[src/rtl/evt_cap_pkg.sv]
package evt_cap_pkg;

  typedef enum logic [1:0] {
    TRIG_SELF     = 2'd0,
    TRIG_EXT      = 2'd1,
    TRIG_NBR      = 2'd2,
    TRIG_SELF_NBR = 2'd3
  } trig_mode_e;

endpackage

[src/rtl/bx_stamp_counter.sv]
module bx_stamp_counter #(
  parameter int STAMP_W = 13
) (
  input  logic               clk,
  input  logic               rst_n,
  input  logic               clear,
  input  logic               advance,
  output logic [STAMP_W-1:0] stamp
);

  localparam logic [STAMP_W-1:0] STAMP_MAX = {STAMP_W{1'b1}};

  always_ff @(posedge clk) begin
    if (!rst_n || clear) begin
      stamp <= '0;
    end else if (advance && stamp != STAMP_MAX) begin
      stamp <= stamp + 1'b1;
    end
  end

  // saturated stamp never wraps
  a_r5_stamp_saturates: assert property (@(posedge clk) disable iff (!rst_n)
    (stamp == STAMP_MAX && !clear) |=> stamp == STAMP_MAX);

endmodule

[src/rtl/trig_select.sv]
module trig_select
  import evt_cap_pkg::*;
(
  input  logic [1:0] mode,
  input  logic       self_hit,
  input  logic       ext_hit,
  input  logic       nbr_l,
  input  logic       nbr_r,
  output logic       fire
);

  trig_mode_e sel;
  logic       nbr_any;

  assign sel     = trig_mode_e'(mode);
  assign nbr_any = nbr_l | nbr_r;

  always_comb begin
    unique case (sel)
      TRIG_SELF:     fire = self_hit;
      TRIG_EXT:      fire = ext_hit;
      TRIG_NBR:      fire = nbr_any;
      TRIG_SELF_NBR: fire = self_hit | nbr_any;
      default:       fire = 1'b0;
    endcase
  end

endmodule

[src/rtl/event_store.sv]
module event_store #(
  parameter int DEPTH   = 4,
  parameter int STAMP_W = 13
) (
  input  logic               clk,
  input  logic               rst_n,
  input  logic               clear,
  input  logic               wr_req,
  input  logic [STAMP_W-1:0] wr_stamp,
  input  logic               wr_range,
  input  logic               rd_open,
  input  logic               rd_ready,
  output logic [DEPTH-1:0]   strobe,
  output logic [$clog2(DEPTH+1)-1:0] occ,
  output logic               rd_valid,
  output logic [STAMP_W-1:0] rd_stamp,
  output logic               rd_range
);

  localparam int CW = $clog2(DEPTH + 1);
  localparam int PW = (DEPTH > 1) ? $clog2(DEPTH) : 1;
  localparam logic [CW-1:0] FULL_CNT = CW'(DEPTH);

  logic [STAMP_W-1:0] stamp_mem [DEPTH];
  logic               range_mem [DEPTH];
  logic [CW-1:0]      rptr;
  logic               full;
  logic               take;
  logic               rd_fire;

  assign full    = (occ == FULL_CNT);
  assign take    = wr_req && !full && !clear;
  assign rd_fire = rd_valid && rd_ready && !clear;

  for (genvar i = 0; i < DEPTH; i++) begin : g_slot
    logic hit_slot;
    assign hit_slot = take && (occ == CW'(i));

    always_ff @(posedge clk) begin
      if (!rst_n) begin
        stamp_mem[i] <= '0;
        range_mem[i] <= 1'b0;
        strobe[i]    <= 1'b0;
      end else begin
        strobe[i] <= hit_slot;
        if (hit_slot) begin
          stamp_mem[i] <= wr_stamp;
          range_mem[i] <= wr_range;
        end
      end
    end
  end

  always_ff @(posedge clk) begin
    if (!rst_n || clear) begin
      occ  <= '0;
      rptr <= '0;
    end else begin
      if (take)    occ  <= occ + 1'b1;
      if (rd_fire) rptr <= rptr + 1'b1;
    end
  end

  assign rd_valid = rd_open && (rptr != occ);
  assign rd_stamp = stamp_mem[rptr[PW-1:0]];
  assign rd_range = range_mem[rptr[PW-1:0]];

  // count never exceeds the number of slots
  a_r4_no_overflow: assert property (@(posedge clk) disable iff (!rst_n)
    occ <= FULL_CNT);

  // a full store stays full and quiet
  a_r4_full_holds: assert property (@(posedge clk) disable iff (!rst_n)
    (full && !clear) |=> (occ == FULL_CNT && strobe == '0));

  // at most one buffer strobed per cycle
  a_r3_strobe_onehot: assert property (@(posedge clk) disable iff (!rst_n)
    $onehot0(strobe));

  // read position never passes the write position
  a_r9_rptr_bounded: assert property (@(posedge clk) disable iff (!rst_n)
    rptr <= occ);

  // offered record holds under back-pressure
  a_r9_hold_data: assert property (@(posedge clk) disable iff (!rst_n)
    (rd_valid && !rd_ready && !clear) |=> ($stable(rd_stamp) && $stable(rd_range)));

endmodule

[src/rtl/evt_capture_chan.sv]
module evt_capture_chan #(
  parameter int DEPTH   = 4,
  parameter int STAMP_W = 13
) (
  input  logic                       clk,
  input  logic                       rst_n,
  input  logic                       train_on,
  input  logic                       bx_tick,
  input  logic                       cmp_low,
  input  logic                       cmp_high,
  input  logic                       cmp_range,
  input  logic                       ext_trig,
  input  logic                       nbr_left,
  input  logic                       nbr_right,
  input  logic [1:0]                 trig_mode,
  output logic                       rst_inhibit,
  output logic [DEPTH-1:0]           store_strobe,
  output logic [$clog2(DEPTH+1)-1:0] occ_count,
  output logic                       rd_valid,
  input  logic                       rd_ready,
  output logic [STAMP_W-1:0]         rd_stamp,
  output logic                       rd_range
);

  logic               train_q;
  logic               train_start;
  logic               active_tick;
  logic               trig_fire;
  logic [STAMP_W-1:0] stamp;

  assign train_start = train_on && !train_q;
  assign active_tick = bx_tick && train_on && !train_start;

  always_ff @(posedge clk) begin
    if (!rst_n) begin
      train_q     <= 1'b0;
      rst_inhibit <= 1'b0;
    end else begin
      train_q <= train_on;
      if (!train_on)        rst_inhibit <= 1'b0;
      else if (active_tick) rst_inhibit <= cmp_low;
    end
  end

  bx_stamp_counter #(.STAMP_W(STAMP_W)) u_stamp (
    .clk     (clk),
    .rst_n   (rst_n),
    .clear   (train_start),
    .advance (active_tick),
    .stamp   (stamp)
  );

  trig_select u_trig (
    .mode     (trig_mode),
    .self_hit (cmp_high),
    .ext_hit  (ext_trig),
    .nbr_l    (nbr_left),
    .nbr_r    (nbr_right),
    .fire     (trig_fire)
  );

  event_store #(.DEPTH(DEPTH), .STAMP_W(STAMP_W)) u_store (
    .clk      (clk),
    .rst_n    (rst_n),
    .clear    (train_start),
    .wr_req   (active_tick && trig_fire),
    .wr_stamp (stamp),
    .wr_range (cmp_range),
    .rd_open  (!train_on),
    .rd_ready (rd_ready),
    .strobe   (store_strobe),
    .occ      (occ_count),
    .rd_valid (rd_valid),
    .rd_stamp (rd_stamp),
    .rd_range (rd_range)
  );

  // train start empties the store
  a_r8_start_clears: assert property (@(posedge clk) disable iff (!rst_n)
    train_start |=> occ_count == '0);

  // nothing offered during the train
  a_r9_read_closed: assert property (@(posedge clk) disable iff (!rst_n)
    rd_valid |-> !train_on);

  // hold-off released once the train is over
  a_r7_inhibit_off: assert property (@(posedge clk) disable iff (!rst_n)
    !train_on |=> !rst_inhibit);

  // ticks outside the train commit nothing
  a_r10_idle_quiet: assert property (@(posedge clk) disable iff (!rst_n)
    !train_on |=> store_strobe == '0);

endmodule

[config.mk]
export PLATFORM = sky130hd
export DESIGN_NAME = evt_capture_chan
export DESIGN_NICKNAME = d
export VERILOG_FILES = /design/src/rtl/evt_cap_pkg.sv /design/src/rtl/bx_stamp_counter.sv /design/src/rtl/trig_select.sv /design/src/rtl/event_store.sv /design/src/rtl/evt_capture_chan.sv
export SDC_FILE = /design/constraint.sdc
export NUM_CORES = 1
export LEC_CHECK = 0
export BUFFER_PORTS_ARGS = -buffer_cell sky130_fd_sc_hd__buf_4
export CAP_MARGIN = 10
export CORE_UTILIZATION = 35
export CTS_BUF_LIST = sky130_fd_sc_hd__clkbuf_4
export DETAILED_ROUTE_END_ITERATION = 8
export PLACE_DENSITY = 0.55
export SLEW_MARGIN = 20
export SYNTH_ARGS = -nofsm -noshare
export SYNTH_HDL_FRONTEND = slang
export SYNTH_SLANG_ARGS = --single-unit
[constraint.sdc]
create_clock -name clk -period 2.6 [get_ports clk]
set_input_delay 0.52 -clock clk [delete_from_list [all_inputs] [get_ports clk]]
set_output_delay 0.52 -clock clk [all_outputs]
set_load 0.01 [all_outputs]
==> reports/metrics.csv, run 1 <==
metric,value,unit
status,completed,
ANT cells,0,
crit path max fanout,14,
RSZ-0062 raised after global routing,false,
CTS tree,yes,
max frequency,433,MHz
Place WS,0.431,ns
"Cell Area, Synth",3790,um^2
average wire per standard cell,17.1,um
ys flop type,edfxtp_1,
max_cap viols,0,
type of destination of the critical path,output port,
Detail Route Antenna Nets,0,
Post-Syn Area per Cell,13.1,um^2
Hold Path Cell Cnt,3,
total number of yosys warnings,0,
"Hold Vio Cnt, Final",0,
DP Wirelength,5.19,mm
Crit path depth,3,
Pleak,1.66,nW
initial core utilization,36.4,%
sequential element share of the synthesized area,58.3,%
WP buf/inv,2,
post-CTS resize count,0,
CTS Sinks,83,
Synth cell types,49,
first-pass GRT wire length,12.9,mm
actual slew at the worst max-slew pin,0.715,ns
setup ws final,0.289,ns
Tcrit/Tclk final,88.9,%
Die Span Y,106,um
Area Overhead vs Synth,15.9,%
final WL,8.06,mm
initial antenna violation count,0,
CP Data Required Time,2.08,ns
# IOs,36,
DRC,0,
Worst Clk Skew,0.0136,ns
crit-path leading delay family,multiplexers,
row count,37,
r2r worst-path depth,5,
Post-Route Setup TNS,0,ns
Clock Path Buffers,2,
number of flops mapped to enable cells by yosys,55,
Post-CTS Setup Inserts,0,
total die area,11300,um^2
via count of the first global-routing pass,2360,
shortest period the worst path allows,2.31,ns
slowest CP cell,mux4_2,
1st-iter DRT viols,118,
Finish-stage setup viols,0,
Final Max Tran Viols,0,
highest ir drop seen on vdd,0.217,mV
Gate Count Post-Synth,290,
root buf cell,clkbuf_4,
startpoint types,register,
"commonest cells after routing, fill and taps aside","edfxtp_1, buf_4, and2_1, and3_1, dfxtp_1",
H-tree Lvls,3,
port bufs,35,
total grt overflow,0,
layout cells sized above 1,26.3,%
CP dominant cell by count,buf_4,
syn nets,310,
max_slew headroom,52.2,%
Core Area,10400,um^2
Via density,5.19,
GRT Total Usage,15.4,%
Async SR Flop Fraction,0,%
largest net degree at the start of global routing,30,
gp weighted congestion,0.745,
synthesized flop and latch total,83,
Die W,106,um
via count,2446,
TritonRoute pass-1 iters,4,
Layout fillers,962,
"leading cell type in the layout, fill and taps excluded",edfxtp_1,
min-delay worst type,in2reg,
Final Non-Filler Cells,471,
total CTS buffers,9,
clock slew at reported path FFs,0.12,ns
Cells after DPL,455,
crit-path max cell delay,0.57,ns
Worst Path Arrival,1.79,ns
Layout Utilization,42.2,%
Critical Setup Path Class,reg2out,
pwr dens,578,nW/um^2
Final nets,350,
CP Cell Sequence,buf_4 -> mux4_2 -> buf_4,
Clock Latency Late Sink,0.44,ns
Post-CTS Hold Fix Bufs,0,
-- layer usage --
layer  up-vias  track usage, %  part of all wire [%]
met1      1190            21.0                    49
li1       1182               -                     -
met2        64            23.7                    46
met4         0            5.06                   1.4
met5         -               0                     0
met3        10            4.17                   3.7
-- Yosys cell counts, drive strengths merged, types with 2 or more instances --
cell type / count / share of area (%)
nand2: 18 / 1.8
a21oi: 11 / 1.5
or4: 3 / 0.63
o41ai: 2 / 0.46
nand4: 5 / 0.82
xnor2: 4 / 0.92
buf: 8 / 1.5
or3: 4 / 0.73
a311oi: 3 / 0.86
nor4: 2 / 0.73
o311ai: 2 / 0.46
nor2: 6 / 0.59
and2: 30 / 5.0
nor3: 3 / 0.40
inv: 8 / 0.79
o21a: 2 / 0.40
clkbuf: 7 / 0.82
ha: 7 / 2.3
dfxtp: 28 / 15
mux2i: 5 / 1.3
and3: 30 / 5.0
edfxtp: 55 / 44
o31ai: 4 / 0.79
nand3: 9 / 1.5
o21ai: 10 / 1.3
mux4: 14 / 8.3
-- where the power goes --
group          switching (W)  internal, W  total [W]
sequential         0.0000124      0.00144    0.00145
clock               0.000458     0.000501   0.000959
combinational      0.0000723    0.0000553   0.000128
total               0.000543      0.00200    0.00254
-- flip-flops by register name (all words and copies together), names as in the netlist, named ones only --
register and flops:
u_store.rptr 3, u_store.range_mem 4, train_q 1, u_stamp.stamp 13, rst_inhibit 1, u_store.strobe 4, u_store.stamp_mem 52, u_store.occ 3
-- logic make-up (layout without fill, tap and decap cells) --
kind of cell / count (synthesis) / in the layout / share of synthesized area, %
and+or+nand+nor: 115 / 115 / 18.9
DFF: 83 / 83 / 58.3
AOI/OAI and AO/OA: 38 / 38 / 6.53
buffers and inverters: 23 / 68 / 3.13
muxes: 20 / 20 / 9.93
adders and majority gates: 7 / 7 / 2.31
xor gates and xnor gates: 4 / 4 / 0.923
-- stage by stage --
step | total power (W) | cell area, um^2 | hold WS (ns)
after detailed placement | 0.00161 | 4210 | 0.459
after global placement | 0.00161 | 4210 | 0.454
after floorplan | 0.00155 | 3790 | 0.432
after CTS | 0.00256 | 4400 | 0.310
final | 0.00254 | 4400 | 0.334
after global routing | 0.00262 | 4400 | 0.317
-- final timing paths --
path / startpoint / to / slack [ns]
min reg2reg: rst_inhibit / rst_inhibit / 0.47
max reg2reg: u_stamp.stamp[1] / u_stamp.stamp[8] / 0.51
min: cmp_low / rst_inhibit / 0.33
max: register / rd_stamp[7] / 0.29
-- tightest hold or removal path, cell delays in order --
cell and delay, ns:
buf_4 0.11, nand2_1 0.04, a21boi_0 0.06
-- cell type report --
| class | count | area (um^2) | share of cell area (%) |
|---|---|---|---|
| clock buffer | 10 | 75.1 | 1.71 |
| clock inverter | 6 | 113 | 2.56 |
| inverter | 8 | 30.0 | 0.683 |
| multi-input combinational | 184 | 1470 | 33.4 |
| sequential | 83 | 2210 | 50.3 |
| tap | 136 | 170 | 3.87 |
| timing repair buffer | 44 | 330 | 7.51 |
No activity file was read; power rests on OpenSTA's default activity.
==> run 2: changes to the inputs <==
--- a/config.mk
+++ b/config.mk
@@ -7,10 +7,11 @@
 export LEC_CHECK = 0
 export BUFFER_PORTS_ARGS = -buffer_cell sky130_fd_sc_hd__buf_4
 export CAP_MARGIN = 10
+export CORE_ASPECT_RATIO = 0.8
 export CORE_UTILIZATION = 35
 export CTS_BUF_LIST = sky130_fd_sc_hd__clkbuf_4
 export DETAILED_ROUTE_END_ITERATION = 8
-export PLACE_DENSITY = 0.55
+export PLACE_DENSITY = 0.53
 export SLEW_MARGIN = 20
 export SYNTH_ARGS = -nofsm -noshare
 export SYNTH_HDL_FRONTEND = slang
==> constraint.sdc (replaced) <==
create_clock -name clk -period 2.75 [get_ports clk]
set_input_delay 0.55 -clock clk [delete_from_list [all_inputs] [get_ports clk]]
set_output_delay 0.55 -clock clk [all_outputs]
set_load 0.01 [all_outputs]
==> reports/metrics.csv, run 2 (synthesis results as in run 1) <==
metric,value,unit,change
Detail Route Antenna Nets,0,,unchanged
initial antenna violation count,0,,unchanged
# IOs,36,,unchanged
crit-path max cell delay,0.57,ns,about the same
initial core utilization,36.5,%,+0.039 points
"Design Area, Final",4370,um^2,-0.71%
root buf cell,clkbuf_4,,
Reg power frac,62.0,%,+4.8 points
Tcrit/Tclk final,85.0,%,
total grt overflow,0,,unchanged
pwr dens,508,nW/um^2,-12%
Post-CTS Hold Fix Bufs,0,,unchanged
Final Max Tran Viols,0,,unchanged
slowest CP cell,mux4_2,,
Placed Instance Area,4230,um^2,+0.48%
Clock Power Share,32.4,%,-5.4 points
final WL,8.16,mm,+1.3%
Worst Clk Skew,0.0159,ns,+0.00226 ns
CP Cell Sequence,buf_4 -> mux4_2 -> buf_4,,
min-delay worst type,in2reg,,
RSZ-0062 raised after global routing,false,,
CP dominant cell by count,buf_4,,
shortest period the worst path allows,2.34,ns,
biggest registers after layout,"u_store.stamp_mem: 52 flops, u_stamp.stamp: 13 flops",,
crit path max fanout,14,,unchanged
"Hold Vio Cnt, Final",0,,unchanged
crit-path leading delay family,multiplexers,,
max_slew headroom,54.1,%,+1.9 points
type of destination of the critical path,output port,,
Pleak,1.64,nW,-1.2%
max_cap viols,0,,unchanged
H-tree Lvls,3,,unchanged
Cells after DPL,461,,+1.3%
first-pass GRT wire length,13.3,mm,+3.0%
actual slew at the worst max-slew pin,0.686,ns,-0.0287 ns
average wire per standard cell,17.1,um,about the same
Net Sw Frac,22.7,%,+1.4 points
"commonest cells after routing, fill and taps aside","edfxtp_1, buf_4, and2_1, and3_1, dfxtp_1",,
via count of the first global-routing pass,2433,,+3.1%
max frequency,428,MHz,
Die Span Y,95.1,um,-10%
ANT cells,0,,unchanged
highest ir drop seen on vdd,0.223,mV,+2.8%
Via density,5.07,,-2.4%
Place WS,0.503,ns,+0.0712 ns
Final nets,352,,+0.57%
row count,33,,-11%
CP Data Required Time,2.20,ns,+0.12 ns
Finish-stage setup viols,0,,unchanged
gp weighted congestion,0.819,,+9.9%
Largest Register,u_store.stamp_mem,,
largest net degree at the start of global routing,30,,unchanged
combinational fraction of design power,5.6,%,+0.6 points
post-CTS resize count,0,,unchanged
layout cells sized above 1,26.1,%,-0.16 points
clock slew at reported path FFs,0.12,ns,about the same
Post-CTS Setup Inserts,0,,unchanged
total die area,11300,um^2,about the same
status,completed,,
CTS tree,yes,,
WP buf/inv,2,,unchanged
TritonRoute pass-1 iters,4,,unchanged
Clock Path Buffers,2,,unchanged
setup ws final,0.413,ns,+0.124 ns
port bufs,35,,unchanged
Die W,118,um,+12%
Pint,0.00171,W,-14%
Area Overhead vs Synth,15.1,%,
total CTS buffers,9,,unchanged
Post-Route Setup TNS,0,ns,unchanged
GRT Total Usage,16.1,%,+0.65 points
DP Wirelength,5.38,mm,+3.7%
startpoint types,register,,
max reg flops,52,,unchanged
DRC,0,,unchanged
Clock Latency Late Sink,0.45,ns,about the same
Critical Setup Path Class,reg2out,,
Core Area,10400,um^2,-0.11%
Final Non-Filler Cells,477,,+1.3%
Switch Pwr,0.000504,W,-7.2%
1st-iter DRT viols,136,,+15%
via count,2417,,-1.2%
Worst Path Arrival,1.79,ns,about the same
CTS Sinks,83,,unchanged
"leading cell type in the layout, fill and taps excluded",edfxtp_1,,
## run 2: changes by cell type in the layout (fill, tap and decap cells not counted), sizes merged
cell,change
bufinv,-2
clkbuf,+1
clkinvlp,+1
buf,+2
## run 2: power by group through the flow
| stage | Sequential (W) | Combinational (W) | Clock, W |
|---|---|---|---|
| floorplan | 0.00140 | 0.0000653 | 0 |
| global placement | 0.00140 | 0.000125 | 0 |
| detailed placement | 0.00140 | 0.000126 | 0 |
| CTS | 0.00138 | 0.000127 | 0.000737 |
| global route | 0.00138 | 0.000135 | 0.000793 |
| finish | 0.00138 | 0.000124 | 0.000718 |
## run 2: area by class of cell
class                           count  area (um^2)
Inverter                            8         30.0
Multi-Input combinational cell    184         1470
Clock buffer                       11         82.6
Timing Repair Buffer               46          345
Sequential cell                    83         2210
Clock inverter                      5         53.8
Tap cell                          140          175
Fill cell                        1011         6040
## run 2: final timing paths
kind / end / start / cells after the start / slack (ns)
max reg2reg: u_stamp.stamp[10] / u_stamp.stamp[0] / 5 / 0.65
min reg2reg: rst_inhibit / rst_inhibit / 2 / 0.47
min: rst_inhibit / cmp_low / 3 / 0.36
max: rd_range / register / 3 / 0.41
## run 2: routing by layer
layer	up-vias	part of all wire [%]	global-route usage [%]
met5	-	0	0
met4	0	0.49	3.48
met3	5	4.9	5.26
met2	53	44	25.7
met1	1172	50	21.4
li1	1187	-	-
## run 2: worst min-delay path: stages
cell      delay (ns)
buf_4           0.11
nand2_1         0.04
a21boi_0        0.06
## run 2: stage by stage
step / util, % / hold WS [ns] / total power (W)
6_report: 42.0 / 0.358 / 0.00222
5_1_grt: 42.0 / 0.334 / 0.00231
4_1_cts: 42.0 / 0.335 / 0.00224
3_5_place_dp: 40.7 / 0.459 / 0.00153
3_3_place_gp: 40.7 / 0.457 / 0.00153
2_1_floorplan: - / 0.432 / 0.00146
